[src/rtl/sdi_ml_pkg.sv]
package sdi_ml_pkg;

    localparam int DW        = 10;          // elementary stream word width
    localparam int LNW       = 11;          // line number width
    localparam int CRCW      = 18;          // line CRC width
    localparam int LN_LO_W   = 7;           // line bits carried in first LN word
    localparam int LN_HI_W   = LNW - LN_LO_W;
    localparam int CR_HALF   = CRCW / 2;    // CRC bits per check word
    localparam int MARK_BIT  = 6;           // end/start discriminator in fourth word

    localparam logic [DW-1:0] WORD_ONES = '1;
    localparam logic [DW-1:0] WORD_ZERO = '0;

    typedef enum logic [2:0] {
        PH_WAIT,
        PH_LN0,
        PH_LN1,
        PH_CR0,
        PH_CR1
    } phase_e;

    typedef struct packed {
        logic [DW-1:0]      h1;      // newest consumed word
        logic [DW-1:0]      h2;
        logic [DW-1:0]      h3;      // oldest consumed word
        phase_e             ph;
        logic [CRCW-1:0]    crc;
        logic               run;     // CRC accumulating
        logic               chk;     // compare check words of this line
        logic [LN_LO_W-1:0] ln_lo;
        logic [CR_HALF-1:0] cr0;
        logic [LNW-1:0]     ln;
        logic               err;
        logic               trs;
        logic               eav;
    } lane_st_t;

endpackage

[src/rtl/sdi_ml_crc18.sv]
module sdi_ml_crc18
    import sdi_ml_pkg::*;
(
    input  logic [CRCW-1:0] crc_i,
    input  logic [DW-1:0]   word_i,
    output logic [CRCW-1:0] crc_o
);

    // Reflected taps for the x^4 and x^5 terms in a right-shifting register.
    localparam int TAP_X4 = CRCW - 1 - 4;
    localparam int TAP_X5 = CRCW - 1 - 5;

    always_comb begin
        logic [CRCW-1:0] acc;
        logic            fb;
        acc = crc_i;
        for (int b = 0; b < DW; b++) begin
            fb  = acc[0] ^ word_i[b];
            acc = {fb, acc[CRCW-1:1]};
            acc[TAP_X4] = acc[TAP_X4] ^ fb;
            acc[TAP_X5] = acc[TAP_X5] ^ fb;
        end
        crc_o = acc;
    end

endmodule

[src/rtl/sdi_ml_stream.sv]
module sdi_ml_stream
    import sdi_ml_pkg::*;
(
    input  logic           clk,
    input  logic           rst_n,
    input  logic           en_i,
    input  logic           clr_i,
    input  logic [DW-1:0]  word_i,
    output logic           trs_o,
    output logic           eav_o,
    output logic [LNW-1:0] ln_o,
    output logic           err_o
);

    lane_st_t        st_q;
    lane_st_t        st_d;
    logic [CRCW-1:0] crc_step;
    logic            seq_hit;
    logic            is_end;
    logic            is_start;

    sdi_ml_crc18 u_crc (
        .crc_i  (st_q.crc),
        .word_i (word_i),
        .crc_o  (crc_step)
    );

    assign seq_hit  = (st_q.h3 == WORD_ONES) && (st_q.h2 == WORD_ZERO) &&
                      (st_q.h1 == WORD_ZERO);
    assign is_end   = seq_hit &&  word_i[MARK_BIT];
    assign is_start = seq_hit && !word_i[MARK_BIT];

    always_comb begin
        st_d = st_q;
        if (clr_i) begin
            st_d = '0;
        end else if (en_i) begin
            st_d.h3  = st_q.h2;
            st_d.h2  = st_q.h1;
            st_d.h1  = word_i;
            st_d.trs = seq_hit;
            st_d.eav = is_end;
            if (st_q.run) begin
                st_d.crc = crc_step;
            end
            case (st_q.ph)
                PH_WAIT: begin
                    if (is_end) begin
                        st_d.ph  = PH_LN0;
                        st_d.chk = st_q.run;
                    end
                end
                PH_LN0: begin
                    st_d.ln_lo = word_i[LN_LO_W+1:2];
                    st_d.ph    = PH_LN1;
                end
                PH_LN1: begin
                    st_d.ln  = {word_i[LN_HI_W+1:2], st_q.ln_lo};
                    st_d.run = 1'b0;
                    st_d.ph  = PH_CR0;
                end
                PH_CR0: begin
                    st_d.cr0 = word_i[CR_HALF-1:0];
                    st_d.ph  = PH_CR1;
                end
                PH_CR1: begin
                    if (st_q.chk) begin
                        st_d.err = (st_q.crc[CR_HALF-1:0] != st_q.cr0) ||
                                   (st_q.crc[CRCW-1:CR_HALF] != word_i[CR_HALF-1:0]);
                    end
                    st_d.chk = 1'b0;
                    st_d.ph  = PH_WAIT;
                end
                default: st_d.ph = PH_WAIT;
            endcase
            if (is_start) begin
                st_d.crc = '0;
                st_d.run = 1'b1;
            end
        end
    end

    always_ff @(posedge clk or negedge rst_n) begin
        if (!rst_n) begin
            st_q <= '0;
        end else begin
            st_q <= st_d;
        end
    end

    assign trs_o = st_q.trs;
    assign eav_o = st_q.eav;
    assign ln_o  = st_q.ln;
    assign err_o = st_q.err;

endmodule

[src/rtl/sdi_ml_rx_dec.sv]
module sdi_ml_rx_dec
    import sdi_ml_pkg::*;
#(
    parameter int NUM_STREAMS  = 16,
    parameter int BASE_STREAMS = 8
) (
    input  logic                              clk,
    input  logic                              rst_n,
    input  logic                              ce_i,
    input  logic                              mode16_i,
    input  logic [NUM_STREAMS-1:0][DW-1:0]    ds_i,
    output logic                              trs_o,
    output logic                              eav_o,
    output logic [NUM_STREAMS-1:0][LNW-1:0]   ln_o,
    output logic [NUM_STREAMS-1:0]            crc_err_o
);

    logic [NUM_STREAMS-1:0] lane_on;
    logic [NUM_STREAMS-1:0] lane_trs;
    logic [NUM_STREAMS-1:0] lane_eav;

    for (genvar g = 0; g < NUM_STREAMS; g++) begin : g_lane
        if (g < BASE_STREAMS) begin : g_base
            assign lane_on[g] = 1'b1;
        end else begin : g_ext
            assign lane_on[g] = mode16_i;
        end

        sdi_ml_stream u_lane (
            .clk    (clk),
            .rst_n  (rst_n),
            .en_i   (ce_i & lane_on[g]),
            .clr_i  (~lane_on[g]),
            .word_i (ds_i[g]),
            .trs_o  (lane_trs[g]),
            .eav_o  (lane_eav[g]),
            .ln_o   (ln_o[g]),
            .err_o  (crc_err_o[g])
        );
    end

    // Inactive lanes are held cleared, so a plain OR covers only active lanes.
    assign trs_o = |lane_trs;
    assign eav_o = |lane_eav;

endmodule

[config.mk]
export PLATFORM = sky130hd
export DESIGN_NAME = sdi_ml_rx_dec
export DESIGN_NICKNAME = d
export VERILOG_FILES = /design/src/rtl/sdi_ml_pkg.sv /design/src/rtl/sdi_ml_crc18.sv /design/src/rtl/sdi_ml_stream.sv /design/src/rtl/sdi_ml_rx_dec.sv
export SDC_FILE = /design/constraint.sdc
export NUM_CORES = 2
export LEC_CHECK = 0
export ABC_AREA = 1
export BUFFER_PORTS_ARGS = -buffer_cell sky130_fd_sc_hd__buf_4
export CAP_MARGIN = 20
export CORE_ASPECT_RATIO = 1.1
export CORE_MARGIN = 10
export CORE_UTILIZATION = 55
export DETAILED_ROUTE_END_ITERATION = 16
export GPL_TIMING_DRIVEN = 0
export PLACE_DENSITY = 0.76
export SETUP_SLACK_MARGIN = 0.15
export SYNTH_ARGS = -nofsm -noshare
export SYNTH_HDL_FRONTEND = slang
export SYNTH_SLANG_ARGS = --single-unit
export TNS_END_PERCENT = 30
[constraint.sdc]
create_clock -name clk -period 1.5 [get_ports clk]
set_input_delay 0.3 -clock clk [delete_from_list [all_inputs] [get_ports clk]]
set_output_delay 0.3 -clock clk [all_outputs]
set_load 0.02 [all_outputs]
==> qor.csv <==
stage;metric;value;unit
worst_hold_path;hp-start;ds_i[0];
floorplanning;dieArea;133800;um^2
power_and_ir_drop;power.leakage;41.84;nW
timing;setup_viol;1408;
floorplanning;die_y;382.6;um
finish;area_growth;26.72;%
setup_path;startpoint;g_lane[10].u_lane.trs_o;
global_routing;grt_max_degree;181;
worst_hold_path;hold_depth;3;
place;gp_congestion;0.9399;
timing;worstMarginPinSlew;1.260;ns
setup_path;path_buf_inv;1;
power_and_ir_drop;vdd_ir_drop_max;1.351;mV
setup_path;rrSetupSlack;-0.24;ns
setup_path;end_kind;output pin;
finish;ff_latch_area;33250;um^2
routing;num_vias;60790;
synthesis;ys.flop_type;dfrtp_1;
global_routing;grt_busiest_layer;met2;
setup_path;path_delay_family;simple AND/OR/NAND/NOR gates;
timing;relSlewSlack;15.97;%
setup_path;worstSetupPathDepth;3;
setup_path;worstSetupStartpointType;register;
power_and_ir_drop;p_total;121.6;mW
setup_path;crit_slowest_cell;dfrtp_1;
worst_hold_path;hold_end;g_lane[0].u_lane.st_q[14];
flow_run;max-cap-violations;0;
synthesis;ys_seq_elements;1328;
power_and_ir_drop;clockPowerShare;29.6;%
clock_tree;cts_buffer_depth;3;
timing;slew_viol_final;0;
finish;nNetsFinal;9312;
floorplanning;die_w;349.7;um
setup_path;arrival;2.24;ns
clock_tree;path_clk_slew;0.06;ns
floorplanning;coreArea;118300;um^2
synthesis;yosys_warnings;0;
floorplanning;start_util;55.60;%
timing;timing.hold.ws;0.01012;ns
finish;multiInputGateArea;27920;um^2
synthesis;synth_nets;8360;
synthesis;async_reset_ff_share;100.0;%
synthesis;yosysTopAreaCell;dfrtp_1;
status;violations;setup timing;
finish;finish.utilization;70.45;%
global_routing;gr-usage-met3;7.321;%
timing;rsz0062_at_grt;yes;
timing;finalClockSkew;0.03059;ns
place;dp_cells;10100;
global_routing;grt_use_met1;41.62;%
timing;fin_ws;-1.041;ns
global_routing;grt_use_total;32.06;%
timing;min_period;2.541;ns
synthesis;synth.area.top_cells;dfrtp_1, nand2_1, o21ai_0;
finish;drive_gt1_share;18.90;%
global_routing;use_met2;50.73;%
global_routing;antenna_found_initial;17;
global_routing;grt_pass1_vias;60090;
setup_path;reg2regPathDepth;4;
floorplanning;ioPinCount;358;
setup_path;worstPathMaxFanout;2;
routing;routed_wl;220400;um
setup_path;slowest_delay;0.41;ns
power_and_ir_drop;sw_frac_of_total;34.66;%
power_and_ir_drop;p_int;79.44;mW
setup_path;path_cells;nor4_4 > nand4_1 > buf_6;
power_and_ir_drop;powerDensity;1459;nW/um^2
routing;route.detailed.drc;0;
global_routing;grt_remaining_overflow;0;
timing;fin_crit_sh;169.4;%
clock_tree;clock_latency;0.78;ns
routing;dr.pass1.iters;7;
routing;postRouteAntennaNets;0;
worst_hold_path;hold_path.class;primary input to register;
clock_tree;cts_inserted_buffers;143;
setup_path;timing.rr.end;g_lane[1].u_lane.st_q[19];
synthesis;postSynthAreaPerCell;8.022;um^2
status;status;complete, but fails checks;
setup_path;r2r-start;g_lane[1].u_lane.st_q[52];
place;portBuffers;351;
routing;dr.first_iter.drc_count;6308;
finish;layoutNonFillerInstCount;10810;
global_routing;grt_pass1_wl;338500;um
finish;final_common_cell;nand2_1;
finish;num-fill-cells;8852;
synthesis;synth-edff-count;0;
floorplanning;rows;132;
power_and_ir_drop;combPwrFrac;30.1;%
routing;wire_per_inst;20.39;um
synthesis;synth_top_area_share;50.54;%
setup_path;crit_required;1.20;ns
timing;hold_viol_final;0;
synthesis;synth_area;65750;um^2
place;hpwl;146900;um
setup_path;timing_worst_setup_path_type;register to output pin;
timing;fmax;393.5;MHz
power_and_ir_drop;seq_power_share;40.2;%
synthesis;ys_seq_area_share;50.54;%
routing;vias_per_cell;5.623;
clock_tree;cts_root_buf;clkbuf_16;
clock_tree;htree_levels;4;
clock_tree;cts_tree;done;
synthesis;syn-instance-count;8196;
power_and_ir_drop;p_sw;42.14;mW
synthesis;synth.distinct_cells;50;
finish;final_cell_mix;nand2_1, dfrtp_1, o21ai_0, inv_1, nand3_1;
clock_tree;clkSinkCount;1328;
stage by stage:
stage | area (um^2) | setup TNS [ns] | setup slack (ns)
4_1_cts | 82630 | -525.69 | -1.032
3_3_place_gp | 70590 | - | -15.97
3_5_place_dp | 70830 | -1707.60 | -1.923
2_1_floorplan | 66030 | 0 | 0.02707
6_report | 83310 | -248.39 | -1.041
5_1_grt | 83300 | -418.75 | -1.101
worst min-delay path, delay by kind of cell:
kind / cells / cell delay [ns]
buf+inv: 1 / 0.24
simple gates: 1 / 0.14
compound gates: 1 / 0.06
state kept, by name (all words and copies together) (netlist names):
| name | cells |
|---|---|
| g_lane.u_lane.st_q | 1104 |
| g_lane.u_lane.ln_o | 176 |
| g_lane.u_lane.trs_o | 16 |
| g_lane.u_lane.eav_o | 16 |
| g_lane.u_lane.err_o | 16 |
cell type report:
class / count / share of cell area (%)
well taps: 1541 / 2.314
plain buffers: 466 / 4.668
clock buffers: 201 / 5.034
clock inverters: 53 / 0.6413
flip-flops and latches: 1328 / 39.91
repair buffers: 804 / 9.853
inverters: 891 / 4.032
diodes: 12 / 0.03604
multi-input cells: 5514 / 33.51
synthesized netlist by cell type, types with 30 or more instances:
library cell	n
a21oi_1	30
buf_2	129
buf_4	225
clkbuf_1	84
dfrtp_1	1328
inv_1	873
nand2_1	2626
nand3_1	631
nand4_1	114
nor2_1	427
nor3_1	86
o21ai_0	861
o21ai_1	35
o22ai_1	98
or2_2	31
xnor2_1	236
xor2_1	196
worst max-delay path by stage:
stage | end | slack [ns]
after floorplan | g_lane[9].u_lane.st_q[40] | 0.03
after global placement | g_lane[14].u_lane.ln_o[0] | -15.97
after detailed placement | g_lane[14].u_lane.ln_o[7] | -1.92
after CTS | trs_o | -1.03
after global routing | trs_o | -1.10
final | trs_o | -1.04
routing by layer:
layer | vias to the layer above | share of wire (%)
met3 | 630 | 10
li1 | 27750 | -
met2 | 2935 | 46
met1 | 29470 | 39
met4 | 10 | 4.8
met5 | - | 0.028
power groups by stage:
stage,Combinational [mW],Sequential [mW],Clock (mW)
floorplan,23.2,47.0,0
global placement,30.7,48.5,0
detailed placement,31.7,48.7,0
CTS,35.6,48.6,36.1
global route,40.6,49.6,37.6
finish,36.6,48.9,36.0
cells by family (layout without fill, tap and decap cells):
kind of cell / Yosys count / after routing / share of synthesized area, %
compound gates: 1055 / 1055 / 8.411
buf+inv: 1357 / 2415 / 9.502
simple gates: 4021 / 4024 / 25.74
xor+xnor: 432 / 432 / 5.755
flops: 1328 / 1328 / 50.54
mux: 3 / 3 / 0.05138
other cells: 0 / 12 / 0
what timing repair did:
item / 4_1_cts / 5_1_grt
hold buffers: 159 / 1
setup buffers: 235 / 2
pin swaps: 193 / 65
gates resized for setup: 810 / 177
gates cloned: 39 / 12
endpoints found under the setup margin: 1957 / 2330
hold endpoints to repair: 748 / 108
(Power assumes the default switching activity.)
